==> config.mk <==
export PLATFORM = sky130hd
export DESIGN_NAME = ilk_interlock
export DESIGN_NICKNAME = d
export VERILOG_FILES = /design/src/rtl/ilk_pkg.sv /design/src/rtl/ilk_stage.sv /design/src/rtl/ilk_hazard.sv /design/src/rtl/ilk_interlock.sv
export SDC_FILE = /design/constraint.sdc
export NUM_CORES = 1
export LEC_CHECK = 0
export CAP_MARGIN = 40
export CORE_ASPECT_RATIO = 0.7
export CORE_UTILIZATION = 55
export CTS_BUF_LIST = sky130_fd_sc_hd__clkbuf_8
export CTS_CLUSTER_SIZE = 12
export DETAILED_ROUTE_END_ITERATION = 16
export HOLD_SLACK_MARGIN = 0.02
export PLACE_DENSITY = 0.78
export SYNTH_ARGS = -nofsm -noshare
export SYNTH_HDL_FRONTEND = slang
export SYNTH_SLANG_ARGS = --single-unit
export TNS_END_PERCENT = 5
==> constraint.sdc <==
create_clock -name clk -period 2.2 [get_ports clk]
set_input_delay 0.33 -clock clk [delete_from_list [all_inputs] [get_ports clk]]
set_output_delay 0.33 -clock clk [all_outputs]
set_load 0.005 [all_outputs]
==> src/rtl/ilk_pkg.sv <==
// Package: stage numbering and the rule that decides whether a producer
// still ahead of the consumer has yet to write a register the consumer reads.
// Assumes the consumer is always examined while it sits in D2.
package ilk_pkg;

    localparam int NST   = 8;
    localparam int ST_F1 = 0;
    localparam int ST_F2 = 1;
    localparam int ST_D1 = 2;
    localparam int ST_D2 = 3;
    localparam int ST_R1 = 4;
    localparam int ST_R2 = 5;
    localparam int ST_E  = 6;
    localparam int ST_W  = 7;

    // producers are the stages between the consumer and write-back
    localparam int NPROD = ST_E - ST_R1 + 1;
    // access phases: 0 = D2, 1 = E
    localparam int NPH   = 2;

    // stage in which an access of the given phase takes place
    function automatic int phase_stage(input int ph);
        return (ph == 0) ? ST_D2 : ST_E;
    endfunction

    // true when a producer now in prod_st will not have written by the time
    // a consumer now in D2 performs its read at stage rd_at
    function automatic logic late_write(input int rd_at, input int wr_at,
                                        input int prod_st);
        return (prod_st + (rd_at - ST_D2)) <= wr_at;
    endfunction

endpackage

==> src/rtl/ilk_stage.sv <==
// One pipeline slot: a valid bit plus a payload of width W.
// Hold keeps the slot, bubble loads an empty slot with cleared payload,
// reset and flush empty it. Hold has priority over bubble.
module ilk_stage #(
    parameter int W = 8
) (
    input  logic         clk,
    input  logic         rst_n,
    input  logic         flush,
    input  logic         hold,
    input  logic         bubble,
    input  logic         d_valid,
    input  logic [W-1:0] d_data,
    output logic         q_valid,
    output logic [W-1:0] q_data
);

    // slot register: empty, held, emptied by a bubble, or loaded
    always_ff @(posedge clk) begin
        if (!rst_n || flush) begin
            q_valid <= 1'b0;
            q_data  <= '0;
        end else if (hold) begin
            q_valid <= q_valid;
            q_data  <= q_data;
        end else if (bubble) begin
            q_valid <= 1'b0;
            q_data  <= '0;
        end else begin
            q_valid <= d_valid;
            q_data  <= d_data;
        end
    end

endmodule

==> src/rtl/ilk_hazard.sv <==
// Dependency comparator: for each producer stage (R1, R2, E) and each pair
// of read phase and write phase, flags a match when the rule in ilk_pkg says
// the write lands too late for the read. Assumes masks of empty slots may be
// anything: the valid bits gate every match.
module ilk_hazard
    import ilk_pkg::*;
#(
    parameter int NREG = 8
) (
    input  logic             cons_valid,
    input  logic [NREG-1:0]  cons_rd_d2,
    input  logic [NREG-1:0]  cons_rd_e,
    input  logic [NPROD-1:0] prod_valid,
    input  logic [NREG-1:0]  prod_wr_d2 [NPROD],
    input  logic [NREG-1:0]  prod_wr_e  [NPROD],
    output logic [NPROD-1:0] prod_hit
);

    for (genvar k = 0; k < NPROD; k++) begin : g_prod
        logic [NPH*NPH-1:0] pair;
        for (genvar pr = 0; pr < NPH; pr++) begin : g_rd
            for (genvar pw = 0; pw < NPH; pw++) begin : g_wr
                localparam logic NEED =
                    late_write(phase_stage(pr), phase_stage(pw), ST_R1 + k);
                logic [NREG-1:0] rmask;
                logic [NREG-1:0] wmask;
                // pick the consumer read mask of this phase
                assign rmask = (pr == 0) ? cons_rd_d2 : cons_rd_e;
                // pick the producer write mask of this phase
                assign wmask = (pw == 0) ? prod_wr_d2[k] : prod_wr_e[k];
                // overlap only counts where the timing rule calls for a wait
                assign pair[pr*NPH+pw] = NEED && cons_valid && prod_valid[k]
                                         && (|(rmask & wmask));
            end
        end
        // any phase pair of this producer is enough
        assign prod_hit[k] = |pair;
    end

endmodule

==> src/rtl/ilk_interlock.sv <==
// Top: eight slots F1..W with per-slot tag payloads, and the comparator that
// drives the stall. Read masks are kept only up to D2 and write masks only up
// to E, since nothing looks at them later. Assumes the consumer under test is
// the D2 instruction and that all older instructions are in R1..W.
module ilk_interlock
    import ilk_pkg::*;
#(
    parameter int NREG = 8,
    parameter int ID_W = 8
) (
    input  logic            clk,
    input  logic            rst_n,
    input  logic            flush,
    input  logic            in_valid,
    input  logic [ID_W-1:0] in_id,
    input  logic [NREG-1:0] in_rd_d2,
    input  logic [NREG-1:0] in_rd_e,
    input  logic [NREG-1:0] in_wr_d2,
    input  logic [NREG-1:0] in_wr_e,
    output logic            in_ready,
    output logic            stall,
    output logic            bubble,
    output logic            wb_valid,
    output logic [ID_W-1:0] wb_id
);

    localparam int FRONT_W = ID_W + 4 * NREG;
    localparam int BACK_W  = ID_W + 2 * NREG;

    logic [NST-1:0]  fv;
    logic [ID_W-1:0] fid  [NST];
    logic [NREG-1:0] frd2 [ST_D2+1];
    logic [NREG-1:0] frde [ST_D2+1];
    logic [NREG-1:0] fwd2 [ST_E+1];
    logic [NREG-1:0] fwe  [ST_E+1];

    logic [NREG-1:0]  pw2 [NPROD];
    logic [NREG-1:0]  pwe [NPROD];
    logic [NPROD-1:0] pvalid;
    logic [NPROD-1:0] phit;
    logic             hazard;

    // slice producer tags out of R1..E for the comparator
    for (genvar k = 0; k < NPROD; k++) begin : g_pslice
        assign pw2[k]    = fwd2[ST_R1+k];
        assign pwe[k]    = fwe[ST_R1+k];
        assign pvalid[k] = fv[ST_R1+k];
    end

    ilk_hazard #(.NREG(NREG)) u_hazard (
        .cons_valid (fv[ST_D2]),
        .cons_rd_d2 (frd2[ST_D2]),
        .cons_rd_e  (frde[ST_D2]),
        .prod_valid (pvalid),
        .prod_wr_d2 (pw2),
        .prod_wr_e  (pwe),
        .prod_hit   (phit)
    );

    // any late producer stalls, except in a flush cycle
    assign hazard   = |phit;
    assign stall    = hazard && !flush;
    assign bubble   = stall;
    assign in_ready = !stall;

    for (genvar s = 0; s < NST; s++) begin : g_slot
        logic hold_s;
        logic bub_s;
        logic dv;
        // front slots hold while stalled; R1 takes the empty slot
        assign hold_s = (s <= ST_D2) ? stall : 1'b0;
        assign bub_s  = (s == ST_R1) ? stall : 1'b0;

        if (s == ST_F1) begin : g_dv_in
            assign dv = in_valid;
        end else begin : g_dv_prev
            assign dv = fv[s-1];
        end

        if (s <= ST_D2) begin : g_front
            logic [FRONT_W-1:0] d;
            logic [FRONT_W-1:0] q;
            if (s == ST_F1) begin : g_src_in
                assign d = {in_id, in_rd_d2, in_rd_e, in_wr_d2, in_wr_e};
            end else begin : g_src_prev
                assign d = {fid[s-1], frd2[s-1], frde[s-1], fwd2[s-1], fwe[s-1]};
            end
            ilk_stage #(.W(FRONT_W)) u_stage (
                .clk(clk), .rst_n(rst_n), .flush(flush), .hold(hold_s),
                .bubble(bub_s), .d_valid(dv), .d_data(d),
                .q_valid(fv[s]), .q_data(q)
            );
            assign {fid[s], frd2[s], frde[s], fwd2[s], fwe[s]} = q;
        end else if (s <= ST_E) begin : g_back
            logic [BACK_W-1:0] d;
            logic [BACK_W-1:0] q;
            assign d = {fid[s-1], fwd2[s-1], fwe[s-1]};
            ilk_stage #(.W(BACK_W)) u_stage (
                .clk(clk), .rst_n(rst_n), .flush(flush), .hold(hold_s),
                .bubble(bub_s), .d_valid(dv), .d_data(d),
                .q_valid(fv[s]), .q_data(q)
            );
            assign {fid[s], fwd2[s], fwe[s]} = q;
        end else begin : g_wb
            ilk_stage #(.W(ID_W)) u_stage (
                .clk(clk), .rst_n(rst_n), .flush(flush), .hold(hold_s),
                .bubble(bub_s), .d_valid(dv), .d_data(fid[s-1]),
                .q_valid(fv[s]), .q_data(fid[s])
            );
        end
    end

    // write-back slot is visible at the ports
    assign wb_valid = fv[ST_W];
    assign wb_id    = fid[ST_W];

endmodule

==> results.txt, run 1 <==
The worst-case vdd ir drop is 542 uV. Among all cell types in the netlist, the one instantiated most often is sky130_fd_sc_hd__dfxtp_1. Data arrives at the worst endpoint at 1.90 ns.

The proportion of netlist area held by the largest area contributor is 0.594. The commonest cells after synthesis are 160 x sky130_fd_sc_hd__dfxtp_1, 127 x sky130_fd_sc_hd__nand2_1, 99 x sky130_fd_sc_hd__mux2i_1. The maximum number of pins on one net before global-route repair is 77.

Setup repair after global routing could not meet its margin everywhere. The final hold violation count came out at 0. The initial utilization of the core area, before any placement, comes to 0.580. The flow ran to the end, but the final reports show violations. The number of antenna violations at the first check in global routing is 0. The number of standard cells after synthesis came out at 501.

The internal power consumption is 4330 uW. The flip-flop and latch count after synthesis is 160. The achievable frequency came out at 0.449 GHz. In this run the worst hold path is classified as register to register. The HPWL after detailed placement is 4900 um. The synthesis-to-finish area growth is 18.9%.

The post-layout instance area came out at 6410 um^2. The routed wirelength normalized by instance count is 13.1 um. sky130_fd_sc_hd__dfxtp_1 takes more of the synthesized area than any other cell. The total clock sinks came out at 160. Buffers inserted during clock tree synthesis total 17. Along the worst hold path, the cell count comes to 1. Routability-driven placement finished with a final weighted congestion of 0.862.

The hold slack is 0.427 ns. The worst max-slew margin expressed relative to the limit is 0.711. The number of vias per cell after detailed routing is 4.95. The cell leakage power came out at 0.00303 uW. At the end of the flow the core is filled with cells to 0.690. The count of port buffers added during placement is 39. For this design the total switching power over the nets is 1120 uW. The number of nets in the synthesized netlist is 545. For this block, the via count after detailed routing is 3314. After global routing the overflow that remains totals 0.

TritonCTS built the clock tree. In the post-synthesis netlist, the biggest area contributors are sky130_fd_sc_hd__dfxtp_1 59%, sky130_fd_sc_hd__mux2i_1 18%, sky130_fd_sc_hd__nand2_1 8.8%. The share of final-layout standard cells stronger than drive strength 1 came out at 0.128.

The number of remaining DRC errors is 0. The number of enable-type register cells in the synthesized netlist came out at 0. The final-stage net count is 577. The number of library cell types mapped by synthesis came out at 18.

Setup violations remaining at the end of the flow were counted as 2. The sequential share of power came out at 0.537. The I/O pin count is 56. The final reports fail on negative setup slack. Row generation in the floorplan step produced 29 rows. The floorplan die area is 10200 um^2. The die width is 120 um. STA puts the critical path data required time at 1.87 ns.

The number of antenna diodes in the final layout is 0. The Yosys step of the flow raised 0 warnings. The post-synthesis async set-or-reset flop share came out at 0. The critical path capture point type is a primary output. The sequential area share after synthesis came out at 0.594.

The detailed-routing iteration count for the pre-antenna-repair pass came out at 4. The number of global-route vias before repair is 3230. The kind of start point of the critical path is a register.

The number of hold buffers added after CTS was 0. The area of the core is 9290 um^2. The cell area after placement is 5850 um^2. The fraction of power spent switching nets came out at 0.206.

The root buffer cell chosen for the clock tree is sky130_fd_sc_hd__clkbuf_8. The synthesized area divided by synthesized cell count came out at 10.8 um^2. The total detailed-routing wirelength is 8740 um. Max-cap violations in this run came to 0. The clock transition time at the flip-flop clock pins of the worst setup and hold paths came out at 0.08 ns.

The clock passes through at most 2 buffers. The cell area after synthesis is 5390 um^2. The post-route antenna net violation count came out at 0.

The post-route clock period utilization is 1.01. The share of total power dissipated in combinational logic is 0.025. In the global route stage, overall resource usage came out at 0.187. The max-slew violation count came out at 0.

The global-route wire length before repair came out at 14900 um. Of the total power, the clock network draws 0.438. The insertion delay to the later sink of the worst-skew pair came out at 0.44 ns. The post-route worst setup slack came out at -0.0288 ns. The logic depth of the worst register-to-register path is 7. Dividing total power by cell area gives a power density of 851 nW/um^2. Of all nets on the critical path, the largest fanout is 4.

In this run, the number of DRC markers left after iteration 0 of detailed routing was 183. The worst setup path is of the register to primary output kind. The dominant synthesized flop cell is sky130_fd_sc_hd__dfxtp_1.

The maximum level of the CTS H-tree is 4. The clock period minus final worst setup slack came out at 2.23 ns. The transition at the pin with the smallest max-transition slack came out at 0.433 ns.

The floorplan step set the die height to 84.8 um. The worst clock skew is 0.00946 ns.
[layout by cell type, fill, tap and decap left out, drive strengths merged]
| master | n |
|---|---|
| clkdlybuf4s50 | 36 |
| nor3 | 1 |
| or2 | 1 |
| nor2b | 1 |
| mux2i | 99 |
| and2 | 43 |
| clkinv | 5 |
| bufinv | 5 |
| clkbuf | 19 |
| a41oi | 3 |
| clkinvlp | 3 |
| and3 | 17 |
| a22oi | 12 |
| nand2 | 127 |
| inv | 2 |
| nor2 | 1 |
| buf | 10 |
| dfxtp | 160 |
| o41a | 1 |
[kinds of logic after synthesis]
group	share of synthesized area
buf+inv	0.0360
simple gates	0.162
mux	0.184
compound gates	0.0237
flops	0.594
[sequential cells by signal, indices dropped and copies added, names as in the netlist]
signal / cells
g_slot.g_back.u_stage.q_data: 48
g_slot.g_back.u_stage.q_valid: 3
g_slot.g_wb.u_stage.q_data: 8
g_slot.g_front.u_stage.q_valid: 4
g_slot.g_wb.u_stage.q_valid: 1
g_slot.g_front.u_stage.q_data: 96
[timing repair]
item / in CTS / in global routing
endpoints found under the setup margin: 3 / 4
endpoints found under the hold margin: 0 / 0
resized for setup: 30 / 7
pin swaps: 4 / 4
buffers inserted: 2 / 1
[metal layers]
metal | part of all wire | global-route usage
met2 | 0.46 | 0.289
met5 | 0 | 0
met1 | 0.48 | 0.238
met4 | 0.016 | 0.0819
met3 | 0.046 | 0.0672
[power by group through the flow]
stage	Combinational (uW)	Clock, uW	Sequential [uW]
6_report	136	2390	2930
5_1_grt	150	2590	2930
4_1_cts	136	2430	2930
3_5_place_dp	136	0	3000
3_3_place_gp	133	0	3000
2_1_floorplan	68.6	0	3000
[path summary, 6_finish.rpt]
path | startpoint | to | slack [ns]
setup / recovery | g_slot[3].g_front.u_stage.q_data[30] | stall | -0.03
hold / removal | g_slot[6].g_back.u_stage.q_data[20] | g_slot[7].g_wb.u_stage.q_data[4] | 0.43
setup reg to reg | g_slot[3].g_front.u_stage.q_data[30] | g_slot[1].g_front.u_stage.q_data[2] | 0.04
hold reg to reg | g_slot[6].g_back.u_stage.q_data[20] | g_slot[7].g_wb.u_stage.q_data[4] | 0.43
[per-stage QoR]
| step | setup WS [ns] | total power (uW) | setup TNS (ns) | cells |
|---|---|---|---|---|
| 2_1_floorplan | 0.426 | 3060 | 0 | 501 |
| 3_3_place_gp | 0.203 | 3130 | 0 | 635 |
| 3_5_place_dp | 0.167 | 3130 | 0 | 635 |
| 4_1_cts | -0.0209 | 5500 | -0.0209 | 669 |
| 5_1_grt | -0.108 | 5670 | -0.645 | 670 |
| 6_report | -0.0288 | 5460 | -0.0410 | 670 |
[worst max-delay path: stages (launching register included)]
cell                      delay [ns]
sky130_fd_sc_hd__dfxtp_4        0.38
sky130_fd_sc_hd__a22oi_2        0.28
sky130_fd_sc_hd__a41oi_2        0.18
sky130_fd_sc_hd__nor3_2         0.30
sky130_fd_sc_hd__buf_4          0.17
sky130_fd_sc_hd__nor2_2         0.03
sky130_fd_sc_hd__buf_2          0.13
[final cells by class]
cell class,count,area (um^2)
clock buffers,17,234
clock inverters,15,218
fillers,733,2880
multi-input cells,306,2090
well taps,124,155
flip-flops and latches,160,3220
repair buffers,48,493
Power figures use the tool's default switching activity.
==> run 2: changes to the inputs <==
- PLACE_DENSITY: 0.78 -> 0.74
- SYNTH_HIERARCHICAL: default -> 1
==> run 2 against run 1 <==
The run still ends with negative setup slack left. Sequential power barely moved. Cell area up 23%. Routed wire length is 42% higher. Setup slack better by 0.025 ns. Sequential cell count stayed put. Synthesized cell count grew 54%. Power shrank 6.0%. Non-clock buffer count rose by 12. Cell count increased by 47%. Via count increased by 53%.
==> results.txt, run 2 <==
The peak fanout along the critical path is 3 (was 4). The number of remaining DRC errors is 0 (unchanged). The post-route worst setup slack is -0.00417 ns (was -0.0288 ns). The synthesis-to-finish area growth came out at 16.6% (was 18.9%).

The global-route wire length before repair is 20700 um (was 14900 um). The number of antenna violations at the first check in global routing came to 0 (unchanged). The I/O pin count came out at 56 (unchanged). The top register by number of flip-flops is g_slot.g_front.u_stage/q_data (was g_slot.g_front.u_stage.q_data).

The number of cells after detailed placement came out at 952 (was 635). Status: complete, but fails checks (unchanged). The final weighted congestion in routability-driven placement was 0.845 (was 0.862). The number of standard cells in the layout, taps in and fillers out is 985 (was 670). The total detailed-routing wirelength came out at 12400 um (was 8740 um). The die width came to 134 um (was 120 um).

The area of the multi-input gates is 3470 um^2 (was 2090 um^2). The max-slew violation count was 0 (unchanged). The beginning of the critical path is g_slot[5].g_back.u_stage/q_data[4] (was g_slot[3].g_front.u_stage.q_data[30]).

The startpoint of the lowest-slack register-to-register path is g_slot[5].g_back.u_stage/q_data[4] (was g_slot[3].g_front.u_stage.q_data[30]). The area of the core came to 11900 um^2 (was 9290 um^2). The aggregate global-route resource usage was 0.205 (was 0.187). Highest-count cells in the layout ignoring fill and taps: 163 x sky130_fd_sc_hd__nand2_1, 151 x sky130_fd_sc_hd__dfxtp_1, 134 x sky130_fd_sc_hd__a21oi_1 (was 152 x sky130_fd_sc_hd__dfxtp_1, 127 x sky130_fd_sc_hd__nand2_1, 99 x sky130_fd_sc_hd__mux2i_1).

The critical path class is register to primary output (unchanged). The post-route clock period utilization is 1.00 (was 1.01). The detailed-routing iteration count for the pre-antenna-repair pass came out at 5 (was 4). The number of global-route vias before repair came out at 4559 (was 3230).

The most common library cell in the layout ignoring fill and taps is sky130_fd_sc_hd__nand2_1 (was sky130_fd_sc_hd__dfxtp_1). The number of standard cells after synthesis came out at 771 (was 501). The final-stage net count is 859 (was 577).

The hold slack came to 0.453 ns (was 0.427 ns). The die span in y is 94.7 um (was 84.8 um). The number of flip-flops in the largest register is 96 (unchanged). The post-route antenna net violation count came out at 0 (unchanged). The kind of start point of the critical path is a register (unchanged).

Largest registers: g_slot.g_front.u_stage/q_data (96), g_slot.g_back.u_stage/q_data (48), g_slot.g_wb.u_stage/q_data (8) (was g_slot.g_front.u_stage.q_data (96), g_slot.g_back.u_stage.q_data (48), g_slot.g_wb.u_stage.q_data (8)). The CTS root buffer is sky130_fd_sc_hd__clkbuf_8 (unchanged). The end of the worst register-to-register path was g_slot[1].g_front.u_stage/q_data[2] (was g_slot[1].g_front.u_stage.q_data[2]). The antenna cell count came out at 0 (unchanged). The maximum single-stage delay on the critical path came to 0.35 ns (was 0.38 ns). The logic depth of the worst register-to-register path was 9 (was 7).

The required arrival time at the worst endpoint came out at 1.87 ns (about the same). Critical path, cell by cell: a22oi_2, a41oi_2, nor3_4, or2_1, dlygate4sd2_1 (was a22oi_2, a41oi_2, nor3_2, buf_4, nor2_2, buf_2). The number of vias per cell after detailed routing came out at 5.15 (was 4.95).

The total clock sinks came out at 160 (unchanged). The routed wirelength normalized by instance count is 12.6 um (was 13.1 um). The achievable frequency is 0.454 GHz (was 0.449 GHz). The minimum setup slack among reg-to-reg paths came to 0.04 ns (about the same). The final global-route overflow total came out at 0 (unchanged).

The overall via count from detail_route was 5070 (was 3314). The share of final-layout standard cells stronger than drive strength 1 came to 0.157 (was 0.128). The CTS tree is done (unchanged). The critical path capture point type is a primary output (unchanged).

The class of the worst hold path is register to register (unchanged). The end of the critical path is in_ready (was stall). The HPWL after detailed placement came out at 8530 um (was 4900 um). The count of warnings emitted by yosys is 6 (was 0). The worst-case clock buffer depth came out at 2 (unchanged). The filler cell count in the final layout came out at 976 (was 733). The clock period minus final worst setup slack was 2.20 ns (was 2.23 ns). The cell area after synthesis is 6750 um^2 (was 5390 um^2).

The floorplan die area is 12700 um^2 (was 10200 um^2). The maximum level of the CTS H-tree was 4 (unchanged). The maximum number of pins on one net before global-route repair came out at 60 (was 77). The clock transition time at the flip-flop clock pins of the worst setup and hold paths came out at 0.08 ns (about the same). The synthesized area divided by synthesized cell count was 8.76 um^2 (was 10.8 um^2). The critical path arrival came to 1.87 ns (was 1.90 ns). The max-cap check violation count came out at 0 (unchanged). The number of endpoints failing setup at the final stage was 1 (was 2). The combined flip-flop and latch cell area was 3220 um^2 (about the same).

The overall power consumption is 5130 uW (was 5460 uW). The initial detailed-routing violation count is 289 (was 183). The cell leakage power came out at 0.00243 uW (was 0.00303 uW). The slowest library cell on the worst path is sky130_fd_sc_hd__dfxtp_1 (was sky130_fd_sc_hd__dfxtp_4). The number of placement rows is 33 (was 29). The count of port buffers added during placement is 39 (unchanged). The worst clock skew is 0.0157 ns (was 0.00946 ns). The insertion delay to the later sink of the worst-skew pair is 0.44 ns (about the same).

The utilization after layout is 0.664 (was 0.690). The final hold violation count came out at 0 (unchanged). The initial standard-cell utilization of the core came out at 0.570 (was 0.580). Setup repair after global routing missed its margin: yes (unchanged).

The number of buffers created by CTS is 17 (unchanged). The worst-case vdd ir drop is 397 uV (was 542 uV). The total power divided by cell area is 651 nW/um^2 (was 851 nW/um^2). Failing checks: negative setup slack (unchanged). The accumulated negative setup slack is -0.00417 ns (was -0.0410 ns).
[run 2: changes by cell type in the layout (fill, tap and decap cells not counted), moves of 15 or more]
cell and delta:
sky130_fd_sc_hd__or3b_4 +15, sky130_fd_sc_hd__or3b_1 +131, sky130_fd_sc_hd__a21oi_2 +26, sky130_fd_sc_hd__mux2i_1 -99
sky130_fd_sc_hd__conb_1 +67, sky130_fd_sc_hd__nand2_1 +36, sky130_fd_sc_hd__a21oi_1 +134, sky130_fd_sc_hd__and3_1 -17
sky130_fd_sc_hd__and2_1 -43
[run 2: repair_timing]
item / CTS / global route
hold buffers: 0 / 0
buffers inserted: 1 / 0
setup endpoints to repair: 4 / 61
pin swaps: 6 / 54
resized for setup: 22 / 52
[run 2: worst max-delay path: cells and delay by family (launching register included)]
| kind | cells | cell delay [ns] |
|---|---|---|
| AOI/OAI and AO/OA | 2 | 0.40 |
| buffers and inverters | 1 | 0.24 |
| DFF | 1 | 0.35 |
| and+or+nand+nor | 2 | 0.45 |
[run 2: worst min path at each step]
stage | from | to | slack, ns | depth (start not counted)
2_1_floorplan | g_slot[0].g_front.u_stage/q_data[35] | g_slot[0].g_front.u_stage/q_data[35] | 0.43 | 2
3_3_place_gp | g_slot[0].g_front.u_stage/q_data[35] | g_slot[0].g_front.u_stage/q_data[35] | 0.44 | 2
3_5_place_dp | g_slot[0].g_front.u_stage/q_data[35] | g_slot[0].g_front.u_stage/q_data[35] | 0.44 | 2
4_1_cts | g_slot[0].g_front.u_stage/q_data[35] | g_slot[0].g_front.u_stage/q_data[35] | 0.45 | 2
5_1_grt | g_slot[0].g_front.u_stage/q_data[35] | g_slot[0].g_front.u_stage/q_data[35] | 0.47 | 2
6_report | g_slot[0].g_front.u_stage/q_data[35] | g_slot[0].g_front.u_stage/q_data[35] | 0.45 | 2
[run 2: metrics by stage]
| stage | area (um^2) | worst slack [ns] |
|---|---|---|
| after floorplan | 7000 | 0.115 |
| after global placement | 7250 | 0.0968 |
| after detailed placement | 7250 | 0.0227 |
| after CTS | 7700 | -0.119 |
| after global routing | 7870 | -0.117 |
| final | 7870 | -0.00417 |
[run 2: routing by layer]
metal / GRT usage / vias up / share of wire
li1: - / 2638 / -
met1: 0.266 / 2314 / 0.49
met2: 0.334 / 107 / 0.47
met3: 0.0585 / 11 / 0.040
met4: 0.0581 / 0 / 0.0079
met5: 0 / - / 0
[run 2: power by group]
group	leakage [uW]	total, uW	switching (uW)	internal, uW
sequential	0.00130	2910	6.74	2900
combinational	0.000955	215	127	88.0
clock	0.000181	2000	1100	905
total	0.00243	5130	1230	3900
[run 2: final cells by class]
class / count / share of cell area
clock buffers: 17 / 0.0297
clock inverters: 15 / 0.0172
multi-input cells: 576 / 0.441
flip-flops and latches: 160 / 0.410
well taps: 157 / 0.0250
repair buffers: 60 / 0.0779
==> run 3: changes to the inputs <==
- PLACE_DENSITY: 0.74 -> 0.72
==> run 3 against run 2 <==
Via count is 0.37% lower. Critical path type is now register to register. Fmax is 0.11% lower. Largest power group unchanged. First-iteration DRC count is 21% lower. Hold slack better by 0.0087 ns. Cell count is 0.41% higher. Non-clock buffer count is 4 higher. The run still ends with negative setup slack left. Routed wire length is 0.58% higher. Clock skew hardly changed.
==> results.txt, run 3 (synthesized netlist as in run 2, its figures left out) <==
The total detailed-routing wirelength is 12500 um (was 12400 um). The synthesis-to-finish area growth was 17.9% (was 16.6%). The top register by number of flip-flops is g_slot.g_front.u_stage/q_data (unchanged). The count of port buffers added during placement was 39 (unchanged). The antenna cell count came out at 0 (unchanged).

The insertion delay to the later sink of the worst-skew pair is 0.44 ns (about the same). The area of the core was 11900 um^2 (unchanged). The final weighted congestion in routability-driven placement came to 0.793 (was 0.845). The critical path arrival was 2.58 ns (was 1.87 ns). The required arrival time at the worst endpoint came out at 2.57 ns (was 1.87 ns).

The maximum number of pins on one net before global-route repair came out at 79 (was 60). Failing checks: negative setup slack (unchanged). The routed wirelength normalized by instance count came out at 12.7 um (was 12.6 um). The number of remaining DRC errors came to 0 (unchanged).

The total power divided by cell area came out at 666 nW/um^2 (was 651 nW/um^2). The clock period minus final worst setup slack is 2.21 ns (was 2.20 ns). The final global-route overflow total is 0 (unchanged). Setup repair after global routing missed its margin: yes (unchanged). The most common library cell in the layout ignoring fill and taps is sky130_fd_sc_hd__nand2_1 (unchanged).

The number of endpoints failing setup at the final stage is 1 (unchanged). The maximum level of the CTS H-tree came to 4 (unchanged). The final-stage net count came to 863 (was 859). The die span in y is 94.7 um (unchanged).

The post-route worst setup slack was -0.00663 ns (was -0.00417 ns). The total clock sinks came to 160 (unchanged). The CTS root buffer is sky130_fd_sc_hd__clkbuf_8 (unchanged). The final hold violation count came out at 0 (unchanged). The hold slack came out at 0.461 ns (was 0.453 ns). The worst clock skew came out at 0.0162 ns (was 0.0157 ns). The aggregate global-route resource usage is 0.206 (was 0.205). The achievable frequency is 0.453 GHz (was 0.454 GHz). The hold path depth came to 2 (unchanged).

Highest-count cells in the layout ignoring fill and taps: 163 x sky130_fd_sc_hd__nand2_1, 148 x sky130_fd_sc_hd__dfxtp_1, 142 x sky130_fd_sc_hd__a21oi_1 (was 163 x sky130_fd_sc_hd__nand2_1, 151 x sky130_fd_sc_hd__dfxtp_1, 134 x sky130_fd_sc_hd__a21oi_1). The overall power consumption came to 5300 uW (was 5130 uW). The initial standard-cell utilization of the core is 0.570 (unchanged). The worst-case clock buffer depth is 2 (unchanged). Largest registers: g_slot.g_front.u_stage/q_data (96), g_slot.g_back.u_stage/q_data (48), g_slot.g_wb.u_stage/q_data (8) (unchanged).

The number of flip-flops in the largest register was 96 (unchanged). The global-route wire length before repair came out at 21100 um (was 20700 um). The I/O pin count came out at 56 (unchanged). The number of buffers inserted for hold repair after clock tree synthesis is 0 (unchanged). The accumulated negative setup slack came to -0.00663 ns (was -0.00417 ns).

The number of placement rows is 33 (unchanged). The worst setup slack before clock tree synthesis came out at 0.00244 ns (was 0.0227 ns). The initial detailed-routing violation count came to 227 (was 289). The post-route clock period utilization is 1.00 (about the same).

The post-route antenna net violation count came out at 0 (unchanged). The class of the worst hold path is register to register (unchanged). The number of cells after detailed placement is 948 (was 952). The HPWL after detailed placement came out at 8130 um (was 8530 um). The peak fanout along the critical path was 15 (was 3).

Status: complete, but fails checks (unchanged). The number of standard cells in the layout, taps in and fillers out was 989 (was 985). The die width is 134 um (unchanged). The detailed-routing iteration count for the pre-antenna-repair pass is 4 (was 5). The number of antenna violations at the first check in global routing came out at 0 (unchanged). The critical path capture point type is a register (was primary output). The number of global-route vias before repair is 4632 (was 4559). The critical path class is register to register (was register to primary output).

The worst-case vdd ir drop is 430 uV (was 397 uV). The share of final-layout standard cells stronger than drive strength 1 came to 0.156 (was 0.157). The number of vias per cell after detailed routing came out at 5.11 (was 5.15).

The clock transition time at the flip-flop clock pins of the worst setup and hold paths came out at 0.09 ns (was 0.08 ns). The CTS tree is done (unchanged). The number of buffers created by CTS is 17 (unchanged).

The max-slew violation count is 0 (unchanged). The cell leakage power is 0.00247 uW (was 0.00243 uW). The overall via count from detail_route came out at 5051 (was 5070). The max-cap check violation count is 0 (unchanged). The kind of start point of the critical path is a register (unchanged). The logic depth of the worst register-to-register path is 11 (was 9).

The floorplan die area is 12700 um^2 (unchanged).
==> run 3: changes by cell type in the layout (fill, tap and decap cells not counted), sizes merged <==
cell / before / now
buf: 21 / 25
bufinv: 1 / 2
dlygate4sd2: 2 / 0
clkbuf: 17 / 20
dlymetal6s2s: 1 / 0
clkinv: 4 / 2
clkinvlp: 4 / 1
inv: 6 / 10
==> run 3: critical path: stages, from the launching register on <==
cell                      delay (ns)
sky130_fd_sc_hd__dfxtp_4        0.37
sky130_fd_sc_hd__a22oi_2        0.18
sky130_fd_sc_hd__a41oi_2        0.14
sky130_fd_sc_hd__nor3_2         0.18
sky130_fd_sc_hd__buf_4          0.16
sky130_fd_sc_hd__nor2_4         0.05
sky130_fd_sc_hd__buf_6          0.12
sky130_fd_sc_hd__buf_12         0.12
sky130_fd_sc_hd__buf_12         0.14
sky130_fd_sc_hd__buf_16         0.14
sky130_fd_sc_hd__or3b_4         0.40
sky130_fd_sc_hd__a21oi_2        0.13
==> run 3: through the flow <==
stage | util | cell area, um^2
after global placement | 0.608 | 7210
after detailed placement | 0.608 | 7210
final | 0.672 | 7960
after global routing | 0.672 | 7960
after CTS | 0.661 | 7830
after floorplan | - | 7000
==> run 3: per-layer routing <==
metal  GRT usage  wire (um)
met1       0.261       6010
met2       0.348       6030
met3      0.0451        355
met4      0.0740        113
met5           0          0
==> run 3: area by class of cell <==
type                            instances  area, um^2
Multi-Input combinational cell        576        3440
Fill cell                             933        3890
Sequential cell                       160        3230
Clock inverter                         15         170
Clock buffer                           17         234
Tap cell                              157         196
Timing Repair Buffer                   64         696
==> run 3: power breakdown <==
group | internal, uW | switching (uW) | total [uW] | leakage, uW
clock network | 1050 | 1140 | 2180 | 0.000207
registers | 2900 | 7.11 | 2910 | 0.00130
logic | 87.7 | 123 | 211 | 0.000966
total | 4030 | 1270 | 5300 | 0.00247
==> run 3: repair_timing <==
action,4_1_cts,5_1_grt
buffers inserted,6,0
gates cloned,2,1
pin swaps,58,13
endpoints found under the setup margin,15,89
gates resized for setup,44,38
==> run 3: path summary, 6_finish.rpt <==
path / from / endpoint / slack [ns]
worst max-delay path: g_slot[3].g_front.u_stage/q_data[30] / g_slot[1].g_front.u_stage/q_data[4] / -0.007
worst min-delay path: g_slot[2].g_front.u_stage/q_data[32] / g_slot[2].g_front.u_stage/q_data[32] / 0.46
worst min register to register: g_slot[2].g_front.u_stage/q_data[32] / g_slot[2].g_front.u_stage/q_data[32] / 0.46
worst max register to register: g_slot[3].g_front.u_stage/q_data[30] / g_slot[1].g_front.u_stage/q_data[4] / -0.007
